File: src/rtl/otp_burn_pkg.sv
package otp_burn_pkg;

  typedef enum logic [2:0] {
    ST_IDLE,
    ST_CHECK,
    ST_SCAN,
    ST_PULSE,
    ST_VERIFY
  } seqState_t;

  // Strobes from the control FSM to the datapath
  typedef struct packed {
    logic idxClr;
    logic idxInc;
    logic pulseClr;
    logic pulseInc;
    logic setOk;
    logic setErr;
  } seqStrobe_t;

  // Conditions from the datapath to the control FSM
  typedef struct packed {
    logic startBit;
    logic testZero;
    logic lastBit;
    logic pulseDone;
    logic curBit;
    logic fuseMatch;
  } dpStatus_t;

  localparam int STAT_OK_BIT   = 0;
  localparam int STAT_ERR_BIT  = 1;
  localparam int STAT_BUSY_BIT = 2;
  localparam int CTRL_START_BIT = 0;

endpackage

File: src/rtl/otp_burn_dpath.sv
module otp_burn_dpath
  import otp_burn_pkg::*;
#(
  parameter int NUM_BITS     = 32,
  parameter int PULSE_CYCLES = 4,
  parameter int REG_AW       = 8,
  parameter int REG_DW       = 8,
  parameter logic [REG_AW-1:0] CTRL_ADDR   = 8'h0F,
  parameter logic [REG_AW-1:0] TEST_ADDR   = 8'h7D,
  parameter logic [REG_AW-1:0] STATUS_ADDR = 8'h77,
  localparam int IDX_W  = (NUM_BITS > 1) ? $clog2(NUM_BITS) : 1,
  localparam int PCNT_W = $clog2(PULSE_CYCLES + 1)
) (
  input  logic              clk,
  input  logic              rstN,
  input  logic              regWrEn,
  input  logic [REG_AW-1:0] regAddr,
  input  logic [REG_DW-1:0] regWrData,
  output logic [REG_DW-1:0] regRdData,
  input  logic [NUM_BITS-1:0] cfgBits,
  input  logic              fuseRdData,
  output logic [IDX_W-1:0]  fuseAddr,
  input  seqStrobe_t        stb,
  output dpStatus_t         dpStat
);

  localparam logic [IDX_W-1:0]  LAST_IDX  = IDX_W'(NUM_BITS - 1);
  localparam logic [PCNT_W-1:0] LAST_PCNT = PCNT_W'(PULSE_CYCLES - 1);

  logic              startBit;
  logic              okFlag;
  logic              errFlag;
  logic [REG_DW-1:0] testReg;
  logic [IDX_W-1:0]  bitIdx;
  logic [PCNT_W-1:0] pulseCnt;

  logic ctrlWr;
  logic testWr;
  logic startReq;
  logic seqEnd;

  assign ctrlWr   = regWrEn && (regAddr == CTRL_ADDR);
  assign testWr   = regWrEn && (regAddr == TEST_ADDR);
  // A start is accepted only while idle; control writes during a run are dropped
  assign startReq = ctrlWr && regWrData[CTRL_START_BIT] && !startBit;
  assign seqEnd   = stb.setOk || stb.setErr;

  // Control, status and test registers
  always_ff @(posedge clk or negedge rstN) begin
    if (!rstN) begin
      startBit <= 1'b0;
      okFlag   <= 1'b0;
      errFlag  <= 1'b0;
      testReg  <= '0;
    end else begin
      if (seqEnd) begin
        startBit <= 1'b0;
      end else if (startReq) begin
        startBit <= 1'b1;
      end
      if (startReq) begin
        okFlag  <= 1'b0;
        errFlag <= 1'b0;
      end else begin
        if (stb.setOk)  okFlag  <= 1'b1;
        if (stb.setErr) errFlag <= 1'b1;
      end
      if (testWr) begin
        testReg <= regWrData;
      end
    end
  end

  // Fuse index and pulse-length counters
  always_ff @(posedge clk or negedge rstN) begin
    if (!rstN) begin
      bitIdx   <= '0;
      pulseCnt <= '0;
    end else begin
      if (stb.idxClr) begin
        bitIdx <= '0;
      end else if (stb.idxInc) begin
        bitIdx <= bitIdx + 1'b1;
      end
      if (stb.pulseClr) begin
        pulseCnt <= '0;
      end else if (stb.pulseInc) begin
        pulseCnt <= pulseCnt + 1'b1;
      end
    end
  end

  // Register read mux
  always_comb begin
    regRdData = '0;
    if (regAddr == CTRL_ADDR) begin
      regRdData[CTRL_START_BIT] = startBit;
    end else if (regAddr == TEST_ADDR) begin
      regRdData = testReg;
    end else if (regAddr == STATUS_ADDR) begin
      regRdData[STAT_OK_BIT]   = okFlag;
      regRdData[STAT_ERR_BIT]  = errFlag;
      regRdData[STAT_BUSY_BIT] = startBit;
    end
  end

  assign fuseAddr          = bitIdx;
  assign dpStat.startBit   = startBit;
  assign dpStat.testZero   = (testReg == '0);
  assign dpStat.lastBit    = (bitIdx == LAST_IDX);
  assign dpStat.pulseDone  = (pulseCnt == LAST_PCNT);
  assign dpStat.curBit     = cfgBits[bitIdx];
  assign dpStat.fuseMatch  = (fuseRdData == cfgBits[bitIdx]);

  // The two outcome flags are mutually exclusive
  assert_flags_exclusive_R6 : assert property (@(posedge clk) disable iff (!rstN)
    !(okFlag && errFlag));

  // The start bit only falls when an outcome is recorded
  assert_start_clears_with_flag_R6 : assert property (@(posedge clk) disable iff (!rstN)
    $fell(startBit) |-> (okFlag || errFlag));

  // While running, the start bit holds until the control FSM ends the run
  assert_ignore_ctrl_busy_R8 : assert property (@(posedge clk) disable iff (!rstN)
    (startBit && !stb.setOk && !stb.setErr) |=> startBit);

  // Accepting a start clears both outcome flags
  assert_start_clears_flags_R1 : assert property (@(posedge clk) disable iff (!rstN)
    startReq |=> (startBit && !okFlag && !errFlag));

endmodule

File: src/rtl/otp_burn_ctrl.sv
module otp_burn_ctrl
  import otp_burn_pkg::*;
(
  input  logic       clk,
  input  logic       rstN,
  input  logic       supplyOk,
  input  dpStatus_t  dpStat,
  output seqStrobe_t stb,
  output logic       fuseBlow
);

  seqState_t state;
  seqState_t stateNext;

  always_ff @(posedge clk or negedge rstN) begin
    if (!rstN) begin
      state <= ST_IDLE;
    end else begin
      state <= stateNext;
    end
  end

  always_comb begin
    stateNext = state;
    stb       = '0;
    unique case (state)
      ST_IDLE: begin
        if (dpStat.startBit) stateNext = ST_CHECK;
      end
      ST_CHECK: begin
        if (!supplyOk || !dpStat.testZero) begin
          stb.setErr = 1'b1;
          stateNext  = ST_IDLE;
        end else begin
          stb.idxClr = 1'b1;
          stateNext  = ST_SCAN;
        end
      end
      ST_SCAN: begin
        if (!supplyOk) begin
          stb.setErr = 1'b1;
          stateNext  = ST_IDLE;
        end else if (dpStat.curBit) begin
          stb.pulseClr = 1'b1;
          stateNext    = ST_PULSE;
        end else if (dpStat.lastBit) begin
          stb.idxClr = 1'b1;
          stateNext  = ST_VERIFY;
        end else begin
          stb.idxInc = 1'b1;
        end
      end
      ST_PULSE: begin
        if (!supplyOk) begin
          stb.setErr = 1'b1;
          stateNext  = ST_IDLE;
        end else if (dpStat.pulseDone) begin
          if (dpStat.lastBit) begin
            stb.idxClr = 1'b1;
            stateNext  = ST_VERIFY;
          end else begin
            stb.idxInc = 1'b1;
            stateNext  = ST_SCAN;
          end
        end else begin
          stb.pulseInc = 1'b1;
        end
      end
      ST_VERIFY: begin
        if (!supplyOk || !dpStat.fuseMatch) begin
          stb.setErr = 1'b1;
          stateNext  = ST_IDLE;
        end else if (dpStat.lastBit) begin
          stb.setOk = 1'b1;
          stateNext = ST_IDLE;
        end else begin
          stb.idxInc = 1'b1;
        end
      end
      default: begin
        stb.setErr = 1'b1;
        stateNext  = ST_IDLE;
      end
    endcase
  end

  assign fuseBlow = (state == ST_PULSE);

  // Blow pulses only land on addresses whose RAM bit is set
  assert_blow_only_set_R3 : assert property (@(posedge clk) disable iff (!rstN)
    fuseBlow |-> dpStat.curBit);

  // A supply drop removes the blow strobe on the next cycle
  assert_supply_abort_R7 : assert property (@(posedge clk) disable iff (!rstN)
    (!supplyOk && state != ST_IDLE) |=> (!fuseBlow && state == ST_IDLE));

  // Precondition failure ends the run without entering the scan
  assert_precheck_fail_R2 : assert property (@(posedge clk) disable iff (!rstN)
    (state == ST_CHECK && (!supplyOk || !dpStat.testZero)) |=> (state == ST_IDLE));

  // The FSM only leaves idle on a pending start
  assert_idle_needs_start_R1 : assert property (@(posedge clk) disable iff (!rstN)
    (state == ST_IDLE && !dpStat.startBit) |=> (state == ST_IDLE));

endmodule

File: src/rtl/otp_burn_seq.sv
module otp_burn_seq
  import otp_burn_pkg::*;
#(
  parameter int NUM_BITS     = 32,
  parameter int PULSE_CYCLES = 4,
  parameter logic [7:0] CTRL_ADDR   = 8'h0F,
  parameter logic [7:0] TEST_ADDR   = 8'h7D,
  parameter logic [7:0] STATUS_ADDR = 8'h77,
  localparam int IDX_W = (NUM_BITS > 1) ? $clog2(NUM_BITS) : 1
) (
  input  logic                clk,
  input  logic                rstN,
  input  logic                regWrEn,
  input  logic [7:0]          regAddr,
  input  logic [7:0]          regWrData,
  output logic [7:0]          regRdData,
  input  logic [NUM_BITS-1:0] cfgBits,
  input  logic                supplyOk,
  output logic [IDX_W-1:0]    fuseAddr,
  output logic                fuseBlow,
  input  logic                fuseRdData
);

  seqStrobe_t stb;
  dpStatus_t  dpStat;

  otp_burn_dpath #(
    .NUM_BITS     (NUM_BITS),
    .PULSE_CYCLES (PULSE_CYCLES),
    .REG_AW       (8),
    .REG_DW       (8),
    .CTRL_ADDR    (CTRL_ADDR),
    .TEST_ADDR    (TEST_ADDR),
    .STATUS_ADDR  (STATUS_ADDR)
  ) uDpath (
    .clk        (clk),
    .rstN       (rstN),
    .regWrEn    (regWrEn),
    .regAddr    (regAddr),
    .regWrData  (regWrData),
    .regRdData  (regRdData),
    .cfgBits    (cfgBits),
    .fuseRdData (fuseRdData),
    .fuseAddr   (fuseAddr),
    .stb        (stb),
    .dpStat     (dpStat)
  );

  otp_burn_ctrl uCtrl (
    .clk      (clk),
    .rstN     (rstN),
    .supplyOk (supplyOk),
    .dpStat   (dpStat),
    .stb      (stb),
    .fuseBlow (fuseBlow)
  );

endmodule

File: config.mk
export PLATFORM = sky130hd
export DESIGN_NAME = otp_burn_seq
export DESIGN_NICKNAME = d
export VERILOG_FILES = /design/src/rtl/otp_burn_pkg.sv /design/src/rtl/otp_burn_dpath.sv /design/src/rtl/otp_burn_ctrl.sv /design/src/rtl/otp_burn_seq.sv
export SDC_FILE = /design/constraint.sdc
export NUM_CORES = 1
export LEC_CHECK = 0
export ABC_AREA = 1
export CAP_MARGIN = 20
export CELL_PAD_IN_SITES_DETAIL_PLACEMENT = 0
export CELL_PAD_IN_SITES_GLOBAL_PLACEMENT = 2
export CORE_AREA = 10 10 81 83
export DETAILED_ROUTE_END_ITERATION = 10
export DIE_AREA = 0 0 91 93
export DONT_BUFFER_PORTS = 1
export PLACE_DENSITY = 0.88
export SLEW_MARGIN = 25
export SYNTH_ARGS = -nofsm -noshare
export SYNTH_HDL_FRONTEND = slang
export SYNTH_SLANG_ARGS = --single-unit
File: constraint.sdc
create_clock -name clk -period 4.85 [get_ports clk]
set_clock_uncertainty 0.15 [all_clocks]
set_input_delay 0.97 -clock clk [delete_from_list [all_inputs] [get_ports clk]]
set_output_delay 0.97 -clock clk [all_outputs]
set_load 0.02 [all_outputs]
==> run summary <==
The flow ran to the end, and the final reports show no timing, DRC or antenna violations. The commonest cells after synthesis are 83 x sky130_fd_sc_hd__nand2_1, 34 x sky130_fd_sc_hd__inv_1, 29 x sky130_fd_sc_hd__nand3_1. Counting stages on the worst path, the most repeated cell is sky130_fd_sc_hd__nand2_1. The routed layout has approximately 1600 vias. STA puts the critical path data arrival time at between 1500 and 2000 ps. After synthesis, the cell types taking the most area are sky130_fd_sc_hd__dfrtp_1 32%, sky130_fd_sc_hd__nand2_1 18%, sky130_fd_sc_hd__nand3_1 8.5%. The residual DRC count came out at 0. In the final timing run, aggregate negative setup slack is 0 ps.

The number of antenna violations at the first check in global routing came out at 0. The sequential power share is 48.1%. The cell count of the worst reg-to-reg path is 11. The part of the cycle the worst path needs is between 60% and 70%. The minimum setup slack among reg-to-reg paths came out at 2310 ps. The initial standard-cell utilization of the core came out at approximately a third. The wire length on met1 came out at about 2 mm. The maximum operating frequency is 323 MHz. The number of antenna diodes in the final layout is 0. The largest single stage delay on the critical path is between 500 and 600 ps. The count of endpoints failing hold in the final timing report was 0. Once the clock tree was built, the setup fixing pass inserted 0 buffers. The fraction of post-synthesis cell area in the top cell type by area is 32.2%. OpenSTA, run right after detailed placement, puts the worst setup slack at about 1700 ps. The area of the core region came out at ~5000 sq um. The number of placement rows is 26. The setup slack of the critical path after layout came out at ~1700 ps. The post-synthesis cell type count is 28. The first routing iteration left 80 violations. At the later pin of the worst-skew pair, clock insertion delay measures between 200 and 300 ps. The share of final-layout standard cells stronger than drive strength 1 came out at roughly 8%. The static leakage is around 0.0009 uW.

Global routing used about a tenth of the available tracks across all layers. The clock input transition at the sequential cells of the worst setup and hold paths is roughly 80 ps. The final layout contains around 310 nets.

The number of CTS-inserted buffers is 3. The number of instances in the synthesized netlist is between 200 and 300. The critical path launch point is regAddr[6]. After synthesis, flip-flops and latches occupy approximately a third of the total area. The register bit count reported by yosys came out at 22. The most used flip-flop cell after synthesis is sky130_fd_sc_hd__dfrtp_1.

The min-delay analysis places its worst path in the category input pin to asynchronous set/reset pin. Combinational logic is responsible for ~9.8% of the overall power. The most critical setup path has its endpoint at regRdData[0].

The uppermost layer routed is met4. The power density normalized to cell area is 225 nW/um^2. The root buffer cell chosen for the clock tree is sky130_fd_sc_hd__clkbuf_8.

The detailed route wirelength on metal2 came out at around 2.1 mm. The TritonCTS clock tree is built. The HPWL after detailed placement is 3.67 mm.

The final count of negative-setup-slack endpoints came out at 0. The slew of the pin with the lowest slew margin came out at around 860 ps. Of all nets on the critical path, the largest fanout is 9.

The most common cell in the synthesized netlist is sky130_fd_sc_hd__nand2_1. The net switching power of the design came out at 91.2 uW. The fraction of registers with async set or reset after synthesis came out at 100%. The number of buffers inserted by hold repair at cts is 0.

The number of max-slew violations in the final report is 0. The number of instances resized during post-cts repair is 0. STA classifies the critical path endpoint as an output pin. The clock sink total is 22. The maximum VDD drop came out at 0.000106 V.

Summed over all instances, the cell type with the most area after synthesis is sky130_fd_sc_hd__dfrtp_1. The first global-routing pass estimated roughly 7.6 mm of wire. The area growth from synthesis to layout came out at 6.30%.

The number of routed nets with antenna violations is 0. The via count of the first global-routing pass was roughly 1600. The final weighted congestion in routability-driven placement is 0.741. Setup repair after global routing left no endpoint under its margin.

The number of enable-type register cells in the synthesized netlist is 0. For the worst setup path, the data required time is 3730 ps. The die covers 8460 sq um.

The overflow left after global routing came out at 0. The length of the first detailed-routing pass in iterations came out at 4. The relative contribution of the clock network to total power is between 40% and 50%. The average cell area after synthesis came out at between 6 and 7 sq um. The worst setup path is launched from an input pin. For this design, the slowest cell found on the critical path is sky130_fd_sc_hd__o221ai_1.

The max-cap violation count is 0. The post-detailed-route via-to-cell ratio is 4.85. The per-cell routed wire length is roughly 14 um. Subtracting the final worst setup slack from the clock period gives roughly 3100 ps. The launch point of the worst reg-to-reg path is uDpath.fuseAddr[0]. The setup path with the least slack is of type input pin to output pin.

The largest net degree at the start of global routing is 23. The critical path goes through nand2_1 > nor3b_1 > nand2_1 > o221ai_1. The clock tree buffer depth came out at 2. The I/O pin total is 67. The number of I/O port buffers is 0.

The die boundary width is between 90 and 100 um. In this run the critical register-to-register path is captured at uDpath.fuseAddr[0]. In this run the tightest slew margin relative to its limit is a little over two fifths. The share of total power consumed by net switching is 22.3%. The height of the die is 93 um.

The count of synthesis-stage warnings from yosys is 0. Counting every net in the synthesized netlist gives 315. The level count of the clock H-tree came out at 1.

In the detailed route, the total length drawn on met3 is about 270 um. The wire length reported by the detailed router came out at approximately 4.4 mm. Summing every instance area after synthesis gives around 1700 sq um.

The cell-internal power came out at 317 uW.
## critical path: cells and delay by family
kind | cells | cell delay (ps)
and+or+nand+nor | 3 | 500
AOI/OAI and AO/OA | 1 | 520
## flip-flops by register name (all words and copies together) (netlist names)
name / count
uDpath.testReg: 8
uDpath.pulseCnt: 3
uDpath.fuseAddr: 5
uDpath.startBit: 1
uDpath.errFlag: 1
uCtrl.state: 3
uDpath.okFlag: 1
## logic make-up after synthesis
group	Yosys count	share of synthesized area, %
simple gates	170	46.9
buf+inv	41	11.0
flops	22	32.2
compound gates	20	6.52
fa+ha+maj	4	2.93
xor+xnor	1	0.513
## power groups by stage
stage	registers (uW)	logic (uW)	clock network, uW
2_1_floorplan	199	34.6	0
3_3_place_gp	200	39.9	0
3_5_place_dp	200	40.4	0
4_1_cts	197	40.7	178
5_1_grt	197	47.1	184
6_report	196	39.9	172
## worst min-delay path by stage
| stage | from | end | slack (ps) | depth (start not counted) |
|---|---|---|---|---|
| after CTS | rstN | uDpath.testReg[0] | 230 | 0 |
| after global placement | uDpath.pulseCnt[2] | uDpath.pulseCnt[2] | 310 | 2 |
| final | rstN | uDpath.startBit | 240 | 0 |
| after global routing | rstN | uDpath.testReg[3] | 220 | 0 |
| after detailed placement | uDpath.pulseCnt[2] | uDpath.pulseCnt[2] | 320 | 2 |
| after floorplan | uDpath.pulseCnt[2] | uDpath.pulseCnt[2] | 300 | 2 |
## per-stage QoR
step | power, uW | instance area (sq um) | hold WS (ps) | instances | utilization [%]
2_1_floorplan | 233 | 1710 | 298 | 258 | -
3_3_place_gp | 240 | 1750 | 308 | 322 | 34.8
3_5_place_dp | 241 | 1750 | 316 | 322 | 34.8
4_1_cts | 415 | 1820 | 230 | 326 | 36.3
5_1_grt | 428 | 1820 | 222 | 326 | 36.3
6_report | 408 | 1820 | 240 | 326 | 36.3
## cells in the final DEF, fill, tap and decap left out
cell	instances
sky130_fd_sc_hd__nor2_2	2
sky130_fd_sc_hd__nor3_1	8
sky130_fd_sc_hd__inv_6	1
sky130_fd_sc_hd__nand3_2	3
sky130_fd_sc_hd__or2_2	2
sky130_fd_sc_hd__nand2_2	4
sky130_fd_sc_hd__xor2_1	1
sky130_fd_sc_hd__o21ai_0	10
sky130_fd_sc_hd__a21oi_1	5
sky130_fd_sc_hd__and2_1	1
sky130_fd_sc_hd__nand4_1	8
sky130_fd_sc_hd__o221ai_1	1
sky130_fd_sc_hd__nor3b_1	4
sky130_fd_sc_hd__nand2_4	1
sky130_fd_sc_hd__a22oi_1	1
sky130_fd_sc_hd__nand3_1	29
sky130_fd_sc_hd__nor2_1	22
sky130_fd_sc_hd__nand2_1	83
sky130_fd_sc_hd__bufinv_16	1
sky130_fd_sc_hd__ha_1	4
sky130_fd_sc_hd__nand4_4	1
sky130_fd_sc_hd__nor2_4	2
sky130_fd_sc_hd__a21boi_1	1
sky130_fd_sc_hd__clkbuf_8	3
sky130_fd_sc_hd__inv_1	34
sky130_fd_sc_hd__o22ai_1	2
sky130_fd_sc_hd__dfrtp_1	22
## metal layers
| layer | track usage, % | vias up |
|---|---|---|
| li1 | - | 826 |
| met1 | 13.1 | 711 |
| met2 | 17.7 | 41 |
| met3 | 3.52 | 4 |
| met4 | 1.96 | 0 |
| met5 | 0 | - |
## area by class of cell
cell class	count	area [sq um]
tap	70	87.6
clock inverter	1	30.0
sequential	22	551
inverter	35	136
clock buffer	3	41.3
fill	600	3190
multi-input combinational	195	971
Power figures use the tool's default switching activity.
